**src/rtl/i2c_tgt_pkg.sv**
```systemverilog
package i2c_tgt_pkg;

    typedef enum logic [3:0] {
        ST_IDLE,
        ST_ADDR,
        ST_ADDR_ACK,
        ST_HOLD,
        ST_RX,
        ST_RX_ACK,
        ST_TX,
        ST_TX_ACK,
        ST_SKIP
    } eng_state_e;

    typedef struct packed {
        logic start;
        logic stop;
        logic scl_rise;
        logic scl_fall;
        logic scl;
        logic sda;
    } bus_ev_t;

    localparam logic [1:0] RA_OWN  = 2'd0;
    localparam logic [1:0] RA_DATA = 2'd1;
    localparam logic [1:0] RA_STAT = 2'd2;
    localparam logic [1:0] RA_TOUT = 2'd3;

    localparam int SB_BUSY = 0;
    localparam int SB_ADDR = 1;
    localparam int SB_RW   = 2;
    localparam int SB_TOUT = 3;
    localparam int SB_IRQ  = 4;
    localparam int SB_HOLD = 5;

endpackage

```
**src/rtl/i2c_bus_sync.sv**
```systemverilog
module i2c_bus_sync
    import i2c_tgt_pkg::*;
#(
    parameter int STAGES = 2
) (
    input  logic    clk,
    input  logic    rst_n,
    input  logic    scl_i,
    input  logic    sda_i,
    output bus_ev_t ev_o
);
    typedef struct packed {
        logic [STAGES-1:0] scl_sh;
        logic [STAGES-1:0] sda_sh;
        logic              scl_p;
        logic              sda_p;
    } sync_t;

    sync_t q, d;

    always_comb begin
        d        = q;
        d.scl_sh = {q.scl_sh[STAGES-2:0], scl_i};
        d.sda_sh = {q.sda_sh[STAGES-2:0], sda_i};
        d.scl_p  = q.scl_sh[STAGES-1];
        d.sda_p  = q.sda_sh[STAGES-1];
    end

    always_ff @(posedge clk or negedge rst_n) begin
        if (!rst_n) q <= '1;
        else        q <= d;
    end

    logic scl_s, sda_s;
    assign scl_s = q.scl_sh[STAGES-1];
    assign sda_s = q.sda_sh[STAGES-1];

    always_comb begin
        ev_o.scl      = scl_s;
        ev_o.sda      = sda_s;
        ev_o.scl_rise = scl_s & ~q.scl_p;
        ev_o.scl_fall = ~scl_s & q.scl_p;
        ev_o.start    = scl_s & q.scl_p & q.sda_p & ~sda_s;
        ev_o.stop     = scl_s & q.scl_p & ~q.sda_p & sda_s;
    end

endmodule

```
**src/rtl/i2c_bus_timeout.sv**
```systemverilog
module i2c_bus_timeout #(
    parameter int LIM_W     = 8,
    parameter int PRE_SHIFT = 4
) (
    input  logic             clk,
    input  logic             rst_n,
    input  logic             scl_i,
    input  logic             scl_fall_i,
    input  logic             busy_i,
    input  logic [LIM_W-1:0] limit_i,
    output logic             expire_o
);
    localparam int CNT_W = LIM_W + PRE_SHIFT;

    logic [CNT_W-1:0] cnt_d, cnt_q, lim_full;
    logic             run;

    assign lim_full = CNT_W'(limit_i) << PRE_SHIFT;
    assign run      = busy_i & ~scl_i & (limit_i != '0);

    always_comb begin
        cnt_d = cnt_q;
        if (!run || scl_fall_i)      cnt_d = '0;
        else if (cnt_q != lim_full)  cnt_d = cnt_q + CNT_W'(1);
    end

    assign expire_o = run & ~scl_fall_i & (cnt_q == lim_full - CNT_W'(1));

    always_ff @(posedge clk or negedge rst_n) begin
        if (!rst_n) cnt_q <= '0;
        else        cnt_q <= cnt_d;
    end

    assert_expire_single_R9: assert property (@(posedge clk) disable iff (!rst_n)
        expire_o |=> !expire_o);

endmodule

```
**src/rtl/i2c_tgt_engine.sv**
```systemverilog
module i2c_tgt_engine
    import i2c_tgt_pkg::*;
(
    input  logic       clk,
    input  logic       rst_n,
    input  bus_ev_t    ev_i,
    input  logic       expire_i,
    input  logic [6:0] own_addr_i,
    input  logic       rx_release_i,
    input  logic       tx_release_i,
    input  logic [7:0] tx_byte_i,
    output logic       sda_low_o,
    output logic       scl_low_o,
    output logic       busy_o,
    output logic       rw_o,
    output logic [7:0] rx_byte_o,
    output logic       ev_addr_o,
    output logic       ev_byte_o,
    output logic       ev_rx_o,
    output logic       ev_clear_o
);
    localparam int BITS  = 8;
    localparam int CNT_W = $clog2(BITS + 1);

    typedef struct packed {
        eng_state_e       state;
        logic [7:0]       shift;
        logic [CNT_W-1:0] cnt;
        logic             sda_low;
        logic             scl_low;
        logic             busy;
        logic             tx;
        logic             mack;
    } eng_t;

    eng_t q, d;

    always_comb begin
        d          = q;
        ev_addr_o  = 1'b0;
        ev_byte_o  = 1'b0;
        ev_rx_o    = 1'b0;
        ev_clear_o = 1'b0;
        case (q.state)
            ST_ADDR: begin
                if (ev_i.scl_rise) begin
                    d.shift = {q.shift[6:0], ev_i.sda};
                    d.cnt   = q.cnt + CNT_W'(1);
                end else if (ev_i.scl_fall && q.cnt == CNT_W'(BITS)) begin
                    if (q.shift[7:1] == own_addr_i) begin
                        d.sda_low = 1'b1;
                        d.tx      = q.shift[0];
                        d.state   = ST_ADDR_ACK;
                    end else begin
                        d.state   = ST_SKIP;
                    end
                end
            end
            ST_ADDR_ACK: begin
                if (ev_i.scl_fall) begin
                    d.sda_low = 1'b0;
                    d.scl_low = 1'b1;
                    d.state   = ST_HOLD;
                    ev_addr_o = 1'b1;
                end
            end
            ST_HOLD: begin
                if (q.tx && tx_release_i) begin
                    d.shift   = tx_byte_i;
                    d.sda_low = ~tx_byte_i[7];
                    d.cnt     = '0;
                    d.state   = ST_TX;
                end else if (!q.tx && rx_release_i) begin
                    d.scl_low = 1'b0;
                    d.cnt     = '0;
                    d.state   = ST_RX;
                end
            end
            ST_RX: begin
                if (ev_i.scl_rise) begin
                    d.shift = {q.shift[6:0], ev_i.sda};
                    d.cnt   = q.cnt + CNT_W'(1);
                end else if (ev_i.scl_fall && q.cnt == CNT_W'(BITS)) begin
                    d.sda_low = 1'b1;
                    d.state   = ST_RX_ACK;
                end
            end
            ST_RX_ACK: begin
                if (ev_i.scl_fall) begin
                    d.sda_low = 1'b0;
                    d.scl_low = 1'b1;
                    d.state   = ST_HOLD;
                    ev_byte_o = 1'b1;
                    ev_rx_o   = 1'b1;
                end
            end
            ST_TX: begin
                if (q.scl_low) begin
                    d.scl_low = 1'b0;
                end else if (ev_i.scl_fall) begin
                    if (q.cnt == CNT_W'(BITS - 1)) begin
                        d.sda_low = 1'b0;
                        d.state   = ST_TX_ACK;
                    end else begin
                        d.shift   = {q.shift[6:0], 1'b0};
                        d.sda_low = ~q.shift[6];
                        d.cnt     = q.cnt + CNT_W'(1);
                    end
                end
            end
            ST_TX_ACK: begin
                if (ev_i.scl_rise) begin
                    d.mack = ev_i.sda;
                end else if (ev_i.scl_fall) begin
                    if (!q.mack) begin
                        d.scl_low = 1'b1;
                        d.state   = ST_HOLD;
                        ev_byte_o = 1'b1;
                    end else begin
                        d.state   = ST_SKIP;
                    end
                end
            end
            default: ;
        endcase

        if (expire_i || ev_i.stop || ev_i.start) begin
            ev_addr_o  = 1'b0;
            ev_byte_o  = 1'b0;
            ev_rx_o    = 1'b0;
            ev_clear_o = 1'b1;
            d.sda_low  = 1'b0;
            d.scl_low  = 1'b0;
            d.cnt      = '0;
            d.mack     = 1'b1;
            if (expire_i || ev_i.stop) begin
                d.state = ST_IDLE;
                d.busy  = 1'b0;
            end else begin
                d.state = ST_ADDR;
                d.busy  = 1'b1;
            end
        end
    end

    always_ff @(posedge clk or negedge rst_n) begin
        if (!rst_n) begin
            q       <= '0;
            q.state <= ST_IDLE;
            q.mack  <= 1'b1;
        end else begin
            q <= d;
        end
    end

    assign sda_low_o = q.sda_low;
    assign scl_low_o = q.scl_low;
    assign busy_o    = q.busy;
    assign rw_o      = q.tx;
    assign rx_byte_o = q.shift;

    assert_busy_after_start_R1: assert property (@(posedge clk) disable iff (!rst_n)
        (ev_i.start && !expire_i && !ev_i.stop) |=> q.busy);

    assert_idle_after_stop_R1: assert property (@(posedge clk) disable iff (!rst_n)
        ev_i.stop |=> (!q.busy && q.state == ST_IDLE));

    assert_hold_needs_event_R4: assert property (@(posedge clk) disable iff (!rst_n)
        $rose(q.scl_low) |-> $past(ev_addr_o || ev_byte_o));

    assert_skip_is_quiet_R5: assert property (@(posedge clk) disable iff (!rst_n)
        (q.state == ST_SKIP) |-> (!q.sda_low && !q.scl_low));

    assert_sda_moves_scl_low_R11: assert property (@(posedge clk) disable iff (!rst_n)
        (q.sda_low != $past(q.sda_low)) |-> !$past(ev_i.scl));

endmodule

```
**src/rtl/i2c_host_regs.sv**
```systemverilog
module i2c_host_regs
    import i2c_tgt_pkg::*;
#(
    parameter int LIM_W = 8
) (
    input  logic             clk,
    input  logic             rst_n,
    input  logic             wr_i,
    input  logic             rd_i,
    input  logic [1:0]       addr_i,
    input  logic [7:0]       wdata_i,
    output logic [7:0]       rdata_o,
    output logic [6:0]       own_addr_o,
    output logic [LIM_W-1:0] limit_o,
    output logic             rx_release_o,
    output logic             tx_release_o,
    output logic             irq_o,
    input  logic             busy_i,
    input  logic             hold_i,
    input  logic             rw_i,
    input  logic [7:0]       rx_byte_i,
    input  logic             ev_addr_i,
    input  logic             ev_byte_i,
    input  logic             ev_rx_i,
    input  logic             ev_clear_i,
    input  logic             expire_i
);
    typedef struct packed {
        logic [6:0]       own;
        logic [LIM_W-1:0] lim;
        logic [7:0]       data;
        logic             addressed;
        logic             rw;
        logic             tout;
        logic             irq;
    } regs_t;

    regs_t q, d;

    always_comb begin
        d = q;
        if (wr_i) begin
            case (addr_i)
                RA_OWN:  d.own  = wdata_i[6:0];
                RA_DATA: d.data = wdata_i;
                RA_STAT: begin
                    if (wdata_i[SB_IRQ])  d.irq  = 1'b0;
                    if (wdata_i[SB_TOUT]) d.tout = 1'b0;
                end
                default: d.lim  = LIM_W'(wdata_i);
            endcase
        end
        if (ev_clear_i) d.addressed = 1'b0;
        if (ev_addr_i) begin
            d.addressed = 1'b1;
            d.rw        = rw_i;
            d.irq       = 1'b1;
        end
        if (ev_byte_i) begin
            d.addressed = 1'b0;
            d.irq       = 1'b1;
        end
        if (ev_rx_i) d.data = rx_byte_i;
        if (expire_i) begin
            d.tout      = 1'b1;
            d.irq       = 1'b1;
            d.addressed = 1'b0;
        end
    end

    always_ff @(posedge clk or negedge rst_n) begin
        if (!rst_n) q <= '0;
        else        q <= d;
    end

    always_comb begin
        case (addr_i)
            RA_OWN:  rdata_o = {1'b0, q.own};
            RA_DATA: rdata_o = q.data;
            RA_STAT: rdata_o = {2'b00, hold_i, q.irq, q.tout, q.rw, q.addressed, busy_i};
            default: rdata_o = 8'(q.lim);
        endcase
    end

    assign own_addr_o   = q.own;
    assign limit_o      = q.lim;
    assign rx_release_o = rd_i && addr_i == RA_DATA;
    assign tx_release_o = wr_i && addr_i == RA_DATA;
    assign irq_o        = q.irq;

    assert_timeout_flags_R9: assert property (@(posedge clk) disable iff (!rst_n)
        expire_i |=> (q.tout && q.irq && !q.addressed));

    assert_irq_clear_R10: assert property (@(posedge clk) disable iff (!rst_n)
        (wr_i && addr_i == RA_STAT && wdata_i[SB_IRQ] && !ev_addr_i && !ev_byte_i && !expire_i)
        |=> !q.irq);

    assert_match_raises_irq_R4: assert property (@(posedge clk) disable iff (!rst_n)
        ev_addr_i |=> (q.irq && q.addressed));

endmodule

```
**src/rtl/i2c_tgt_addr_ctrl.sv**
```systemverilog
module i2c_tgt_addr_ctrl
    import i2c_tgt_pkg::*;
#(
    parameter int SYNC_STAGES = 2,
    parameter int LIM_W       = 8,
    parameter int PRE_SHIFT   = 4
) (
    input  logic       clk,
    input  logic       rst_n,
    input  logic       scl_i,
    input  logic       sda_i,
    output logic       scl_low_o,
    output logic       sda_low_o,
    input  logic       reg_wr_i,
    input  logic       reg_rd_i,
    input  logic [1:0] reg_addr_i,
    input  logic [7:0] reg_wdata_i,
    output logic [7:0] reg_rdata_o,
    output logic       irq_o
);
    bus_ev_t          ev;
    logic             expire, busy, rw;
    logic [6:0]       own_addr;
    logic [LIM_W-1:0] limit;
    logic             rx_release, tx_release;
    logic [7:0]       rx_byte;
    logic             ev_addr, ev_byte, ev_rx, ev_clear;

    i2c_bus_sync #(.STAGES(SYNC_STAGES)) u_sync (
        .clk   (clk),
        .rst_n (rst_n),
        .scl_i (scl_i),
        .sda_i (sda_i),
        .ev_o  (ev)
    );

    i2c_bus_timeout #(.LIM_W(LIM_W), .PRE_SHIFT(PRE_SHIFT)) u_tout (
        .clk        (clk),
        .rst_n      (rst_n),
        .scl_i      (ev.scl),
        .scl_fall_i (ev.scl_fall),
        .busy_i     (busy),
        .limit_i    (limit),
        .expire_o   (expire)
    );

    i2c_tgt_engine u_eng (
        .clk          (clk),
        .rst_n        (rst_n),
        .ev_i         (ev),
        .expire_i     (expire),
        .own_addr_i   (own_addr),
        .rx_release_i (rx_release),
        .tx_release_i (tx_release),
        .tx_byte_i    (reg_wdata_i),
        .sda_low_o    (sda_low_o),
        .scl_low_o    (scl_low_o),
        .busy_o       (busy),
        .rw_o         (rw),
        .rx_byte_o    (rx_byte),
        .ev_addr_o    (ev_addr),
        .ev_byte_o    (ev_byte),
        .ev_rx_o      (ev_rx),
        .ev_clear_o   (ev_clear)
    );

    i2c_host_regs #(.LIM_W(LIM_W)) u_regs (
        .clk          (clk),
        .rst_n        (rst_n),
        .wr_i         (reg_wr_i),
        .rd_i         (reg_rd_i),
        .addr_i       (reg_addr_i),
        .wdata_i      (reg_wdata_i),
        .rdata_o      (reg_rdata_o),
        .own_addr_o   (own_addr),
        .limit_o      (limit),
        .rx_release_o (rx_release),
        .tx_release_o (tx_release),
        .irq_o        (irq_o),
        .busy_i       (busy),
        .hold_i       (scl_low_o),
        .rw_i         (rw),
        .rx_byte_i    (rx_byte),
        .ev_addr_i    (ev_addr),
        .ev_byte_i    (ev_byte),
        .ev_rx_i      (ev_rx),
        .ev_clear_i   (ev_clear),
        .expire_i     (expire)
    );

endmodule

```
**config.mk**
```make
export PLATFORM = sky130hd
export DESIGN_NAME = i2c_tgt_addr_ctrl
export DESIGN_NICKNAME = d
export VERILOG_FILES = /design/src/rtl/i2c_tgt_pkg.sv /design/src/rtl/i2c_bus_sync.sv /design/src/rtl/i2c_bus_timeout.sv /design/src/rtl/i2c_tgt_engine.sv /design/src/rtl/i2c_host_regs.sv /design/src/rtl/i2c_tgt_addr_ctrl.sv
export SDC_FILE = /design/constraint.sdc
export NUM_CORES = 1
export LEC_CHECK = 0
export ABC_AREA = 1
export ABC_CLOCK_PERIOD_IN_PS = 3200
export BUFFER_PORTS_ARGS = -buffer_cell sky130_fd_sc_hd__buf_2
export CAP_MARGIN = 20
export CORE_UTILIZATION = 29
export DETAILED_ROUTE_END_ITERATION = 16
export REMOVE_ABC_BUFFERS = 1
export SETUP_SLACK_MARGIN = 0.3
export SLEW_MARGIN = 25
export SYNTH_ARGS = -nofsm -noshare
export SYNTH_HDL_FRONTEND = slang
export SYNTH_HIERARCHICAL = 1
export SYNTH_SLANG_ARGS = --single-unit
export TNS_END_PERCENT = 50
```
**constraint.sdc**
```tcl
create_clock -name clk -period 3.2 [get_ports clk]
set_input_delay 0.8 -clock clk [delete_from_list [all_inputs] [get_ports clk]]
set_output_delay 0.8 -clock clk [all_outputs]
set_load 0.05 [all_outputs]
```
Word-level counts from Yosys, hierarchy flattened
Cells that the tools add are included.
{"block": "word_totals", "ff_bits": 66, "input_bits": 16, "out_inout_bits": 11, "elab_cells": 195}
{"block": "op_classes", "add_sub_neg": 3, "eq_ne": 37, "mux": 71, "bitwise_logic": 20, "reduce_logical": 44}
{"operator": "two-way mux 4 bit", "count": 15}
{"operator": "two-way mux 12 bit", "count": 4}
{"operator": "one-hot mux 12 bit (3 select lines)", "count": 1}
{"operator": "two-way mux 1 bit", "count": 34}
{"operator": "two-way mux 17 bit", "count": 2}
{"operator": "two-way mux 8 bit", "count": 4}
{"operator": "inequality test 3 x 1 -> 1 bit, second input constant", "count": 8}
{"operator": "one-hot mux 4 bit (6 select lines)", "count": 1}
{"operator": "one-hot mux 8 bit (3 select lines)", "count": 1}
{"operator": "equality test 4 x 3 -> 1 bit, second input constant", "count": 5}
{"operator": "nonzero test 4 bit", "count": 5}
{"operator": "nonzero test 2 bit", "count": 8}
{"operator": "inequality test 3 x 2 -> 1 bit, second input constant", "count": 5}
{"operator": "adder 12 x 1 -> 12 bit, second input constant", "count": 1}
{"operator": "equality test 12 bit", "count": 1}
{"operator": "inequality test 12 bit", "count": 1}
{"operator": "inequality test 3 bit, second input constant", "count": 4}
{"operator": "AND reduction 12 bit", "count": 1}
{"operator": "AND reduction 6 bit", "count": 2}
{"operator": "subtractor 12 x 1 -> 12 bit, second input constant", "count": 1}
{"operator": "bitwise AND 1 bit", "count": 11}
{"operator": "two-way mux 2 bit", "count": 5}
{"operator": "AND reduction 10 bit", "count": 1}
{"operator": "inverter 1 bit", "count": 9}
{"operator": "29 further kinds", "count": 45}

Depth between registers and ports, before layout
{"block": "depth", "word_depth": 12, "ltp_mapped": 24, "mapped_depth_nobuf": 21}

Cells and area by module
The synthesis kept the hierarchy.
{"mod": "i2c_tgt_engine", "instances": 1, "cells_per_inst": 294, "area_per_inst_um2": 1784.2, "seq_area_each_um2": 526.8}
{"mod": "i2c_host_regs", "instances": 1, "cells_per_inst": 194, "area_per_inst_um2": 1624.1, "seq_area_each_um2": 675.6}
{"mod": "i2c_bus_timeout", "instances": 1, "cells_per_inst": 191, "area_per_inst_um2": 1092.3, "seq_area_each_um2": 300.3}
{"mod": "i2c_bus_sync", "instances": 1, "cells_per_inst": 19, "area_per_inst_um2": 214.0, "seq_area_each_um2": 157.7}

Worst setup path after synthesis
OpenSTA, ideal clock, no wires.
{"block": "synth_timing", "kind": "flip-flop to flip-flop", "start": "reg u_regs.q, in the netlist u_regs/limit_o[0]", "end": "reg u_regs/q[10] (netlist name)", "setup_time_ns": 0.065, "arrival_time_ns": 2.699, "required_time_ns": 3.135, "setup_slack_ns": 0.436, "path_stages_with_launch": 24, "path_buffers": 4, "period_less_slack_ns": 2.764, "cell_sequence": "dfrtp_1 -> buf_4 -> inv_1 -> ha_1 -> inv_1 -> nand2_1 -> nand2_1 -> nand2_1 -> nor2_1 -> nand2_1 -> nor2_1 -> nand2_1 -> nor2_1 -> nor2_1 -> nand2_1 -> clkbuf_1 -> nor3_1 -> inv_1 -> nor2_1 -> buf_4 -> buf_4 -> o21ai_0 -> nand2_1 -> nand2_1"}
{"block": "synth_via", "elab_chain_cells": 9, "elab_cells_between_ends": 13, "cone_classes": "1 x add/sub; 1 x eq/ne; 2 x mux; 3 x bitwise; 6 x reduce/logical"}
{"item": "start: declaration", "line_no": "i2c_host_regs.sv:38", "source": "regs_t q, d;"}
{"item": "start signal: assignment", "line_no": "i2c_host_regs.sv:72", "source": "if (!rst_n) q <= '0;"}
{"item": "start signal: assignment", "line_no": "i2c_host_regs.sv:73", "source": "else q <= d;"}
{"item": "parallel branches: the longest is 3 deep, another holds subtractor 12 x 1 -> 12 bit"}
{"item": "bitwise AND 1 bit (*)", "line_no": "i2c_bus_timeout.sv:27", "source": "assign expire_o = run & ~scl_fall_i & (cnt_q == lim_full - CNT_W'(1));"}
{"item": "net expire", "line_no": "i2c_tgt_addr_ctrl.sv:22", "source": "logic expire, busy, rw;"}
{"item": "logical OR 1 bit (*) (2 in series)", "line_no": "i2c_tgt_engine.sv:127", "source": "if (expire_i || ev_i.stop || ev_i.start) begin"}
{"item": "two-way mux 1 bit (*)", "line_no": "i2c_tgt_engine.sv:127"}
{"item": "net ev_rx", "line_no": "i2c_tgt_addr_ctrl.sv:27", "source": "logic ev_addr, ev_byte, ev_rx, ev_clear;"}
{"item": "nonzero test 2 bit (no line)"}
{"item": "AND reduction 2 bit (no line)"}
Mark *: on every way through the listed nets, which the timed path passes.
A chain may end at the register's enable or synchronous reset.

Worst setup path in the final report
{"block": "layout_timing", "start": "in reg_addr_i[0]", "end": "out reg_rdata_o[1]"}
{"block": "layout_via", "elab_chain_cells": 2, "elab_cells_between_ends": 4, "cone_classes": "2 x eq/ne; 1 x mux; 1 x reduce/logical"}
{"item": "start: declaration", "line_no": "i2c_tgt_addr_ctrl.sv:16", "source": "input logic [1:0] reg_addr_i,"}
{"item": "equality test 2 bit, or another cell as far along", "line_no": "i2c_host_regs.sv:77", "source": "case (addr_i)"}
{"item": "one-hot mux 8 bit (3 select lines) (*)", "line_no": "i2c_host_regs.sv:77"}
{"item": "end: declaration", "line_no": "i2c_tgt_addr_ctrl.sv:18", "source": "output logic [7:0] reg_rdata_o,"}
Every way passes the cells marked *; elsewhere a longest branch is shown, timed or not.

==> run metrics <==
clk_lat worst skew=about 0.34 ns; Chip Height=129.5 um; multi-input logic area=between 2000 and 2500 um2; DR iter-0 viols=approximately 260; CP Launch Type=input port; Switching Fraction=between 30% and 40%; sequential power share=37.6%; hold_sp=u_sync/d[3]$_DFF_PN1_; Slew HR=between 50 and 60%; first-pass GRT wire length=19420 um; Clock transition at path regs=approximately 0.050 ns; input/output buffers=26; Area Growth Syn to Fin=11.62%; Hold Path End=u_sync/ev_o[0]$_DFF_PN1_; final setup violation count=0; count of final hold-check violations=0; Clock power frac=39.0%; die area=16770 um2; r2r startpoint=u_regs/limit_o[4]$_DFFE_PN0P_; Hold Path Stages=0; GRT Total Usage=around 15%; Ports=27; Max-Cap Viols=0; LEAKAGE=approximately 2.7 nW; Comb power frac=23.4%; # diodes=0; flop-to-flop setup slack=approximately 0.63 ns; crit end category=output port; RSZ-0062 raised after global routing=no; Final min period=~2.6 ns; largest net degree at the start of global routing=42; Worst VDD drop=~260 uV; nets=729; period utilization=between 80% and 90%; Ys Warns=6; cts bufs inserted=9; Post-Route WL=approximately 12000 um; share of cells above drive strength 1=between 10% and 20%; DR WL/cell=12.70 um; grt total ovfl=0; Post-Syn Area=between 4000 and 5000 um2; Setup TNS=0 ns; internal power=1.868 mW; FF+latch count, synth=66; Distinct cells, synth=38; f_max=roughly 390 MHz; pwr dens=roughly 540 nW/um2; Worst Tran Pin Value=about 0.63 ns; Seq/Total Area, Yosys=35.22%; total power=2.822 mW; clk_skew=around 0.0045 ns; routed vias=~4200; register area=about 1700 um2; Pins Over Slew Limit=0; worst r2r dst=u_regs/q[9]$_DFFE_PN0P_; Core Area=about 16000 um2; die width=between 100 and 150 um; TritonRoute pass-1 iters=4; row cnt=46; CTS Root Cell=clkbuf_16; CTS H-Tree Depth=3; Crit Path Category=input port to output port; Psw=around 0.95 mW; DRC=0; vias in the first global route=between 3000 and 4000; vias per cell=4.505; Crit path required time=2.40 ns; routability cong.=around 0.90; worst endpoint data arrival time=roughly 1.8 ns; DRT antenna net count=0; post-synthesis cell count=between 600 and 700; initial core utilization=29.68%; crit-path max FO=10; initial antenna violation count=0; DP Wirelength=about 9100 um; fillcell total=1790; Worst Hold Class=flop to flop; status=completed; worst r2r path cells=18; clk sink count=66; CTS tree=done; post-synthesis average cell area=between 6 and 7 um2; Clock Tree Buf Depth=2
==> cell usage in the layout, fill, tap and decap left out, types with 4 or more instances in the layout <==
master     Yosys  final
nand2_4        4      4
o21ai_1        8      8
nor2_1        73     70
buf_4         27      9
nand4_1       13     13
xor2_1         4      4
dfstp_2        7      7
inv_2          4      5
nor3_1         5      5
o21ai_0       26     26
nor2_2         5      7
nand3_1       60     59
nand2_1      235    234
buf_2          5     26
nand2_2        8      9
clkbuf_16      0      9
dfrtp_1       59     59
nor2_4         5      6
ha_1           6      6
o21ai_2       16     16
nand3_2        3      4
inv_1         84     83
a21oi_1       19     19
==> cell type report <==
| type | count | area share, % |
|---|---|---|
| multi-input cells | 503 | 46.17 |
| flip-flops and latches | 66 | 31.55 |
| inverters | 90 | 6.562 |
| well taps | 216 | 5.136 |
| clock buffers | 10 | 4.541 |
| repair buffers | 37 | 4.351 |
| clock inverters | 6 | 1.688 |
==> power groups by stage <==
stage	Clock, mW	Sequential, mW	Combinational [mW]
after floorplan	0	1.07	0.448
after global placement	0	1.07	0.639
after detailed placement	0	1.08	0.644
after CTS	1.13	1.06	0.647
after global routing	1.16	1.08	0.749
final	1.10	1.06	0.659
==> worst max-delay path, stage by stage <==
cell     delay [ns]
buf_2          0.16
buf_4          0.18
nor2_8         0.15
nand2_1        0.07
nand4_1        0.13
buf_2          0.29
==> Yosys cell counts <==
library cell | n | area share, %
a21oi_1 | 19 | 2.0
o21ai_1 | 8 | 0.85
and2_1 | 1 | 0.13
buf_4 | 27 | 4.3
nand3_1 | 60 | 6.4
or2_2 | 1 | 0.13
nor4_1 | 1 | 0.13
nand3_2 | 3 | 0.64
xor2_1 | 4 | 0.74
clkbuf_1 | 1 | 0.080
nand3_4 | 1 | 0.37
nor2_2 | 5 | 0.66
buf_2 | 5 | 0.53
buf_6 | 6 | 1.4
dfstp_2 | 7 | 3.9
inv_1 | 84 | 6.7
nor2_1 | 73 | 5.8
and3_1 | 1 | 0.13
o21bai_1 | 1 | 0.16
o21ai_2 | 16 | 3.0
inv_2 | 4 | 0.32
nand2_2 | 8 | 1.1
o211ai_1 | 1 | 0.16
o21ai_0 | 26 | 2.8
inv_4 | 1 | 0.13
nand2_1 | 235 | 19
a22oi_1 | 1 | 0.16
nor3_1 | 5 | 0.53
inv_6 | 1 | 0.19
nand3b_1 | 1 | 0.16
a31oi_1 | 1 | 0.13
nor3_2 | 2 | 0.42
ha_1 | 6 | 1.6
dfrtp_1 | 59 | 31
nand4_1 | 13 | 1.7
nand2_4 | 4 | 0.96
nor2_8 | 1 | 0.42
nor2_4 | 5 | 1.2
==> registers in the layout (all words and copies together), names as in the netlist <==
register           cells
u_tout/cnt_q          12
u_eng/sda_low_o        1
u_sync/d               2
u_sync/ev_o            2
u_eng/rw_o             1
u_eng/q                9
u_regs/own_addr_o      7
u_regs/q              11
u_regs/irq_o           1
u_eng/scl_low_o        1
u_eng/rx_byte_o        8
u_eng/busy_o           1
u_regs/limit_o         8
u_sync/q               2
==> worst max-delay path by stage <==
| stage | from | end | slack, ns | depth (start not counted) |
|---|---|---|---|---|
| floorplan | u_sync/q[1]$_DFF_PN1_ | u_regs/q[10]$_DFFE_PN0P_ | 0.30 | 18 |
| global placement | u_sync/ev_o[1]$_DFF_PN1_ | u_eng/q[18]$_DFFE_PN0P_ | 0.50 | 18 |
| detailed placement | u_sync/ev_o[1]$_DFF_PN1_ | u_eng/q[18]$_DFFE_PN0P_ | 0.43 | 18 |
| CTS | u_sync/ev_o[1]$_DFF_PN1_ | u_eng/q[18]$_DFFE_PN0P_ | 0.42 | 18 |
| global route | u_regs/limit_o[0]$_DFFE_PN0P_ | u_eng/q[20]$_DFFE_PN0P_ | 0.32 | 21 |
| finish | reg_addr_i[0] | reg_rdata_o[1] | 0.61 | 6 |
==> layer usage <==
metal / track usage [%] / part of all wire (%)
met1: 18.73 / 47
met2: 26.15 / 48
met5: 0 / 0
met3: 2.766 / 2.6
met4: 6.293 / 1.8
==> timing repair <==
item                       in CTS  in global routing
setup buffers                   0                  5
gates resized for setup         0                  8
setup endpoints to repair       0                 19
hold buffers                    0                  0
==> per-stage QoR <==
| step | util [%] | hold slack, ns | cells | area (um2) | setup WS, ns |
|---|---|---|---|---|---|
| final | 33.13 | 0.3545 | 928 | 5263 | 0.6113 |
| after global routing | 33.13 | 0.3592 | 928 | 5263 | 0.3186 |
| after CTS | 32.74 | 0.3559 | 923 | 5201 | 0.4197 |
| after detailed placement | 30.68 | 0.3504 | 907 | 4873 | 0.4295 |
| after global placement | 30.68 | 0.3478 | 907 | 4873 | 0.5048 |
| after floorplan | - | 0.3452 | 659 | 4415 | 0.3009 |
==> kinds of logic (layout without fill, tap and decap cells) <==
group	after synthesis	in the layout	synth area share (%)
and+or+nand+nor	420	420	39.57
adders and majority gates	6	6	1.592
xor gates and xnor gates	4	4	0.7430
DFF	66	66	35.22
AOI/OAI and AO/OA	73	73	9.209
buffers and inverters	129	143	13.67
(Power assumes the default switching activity.)
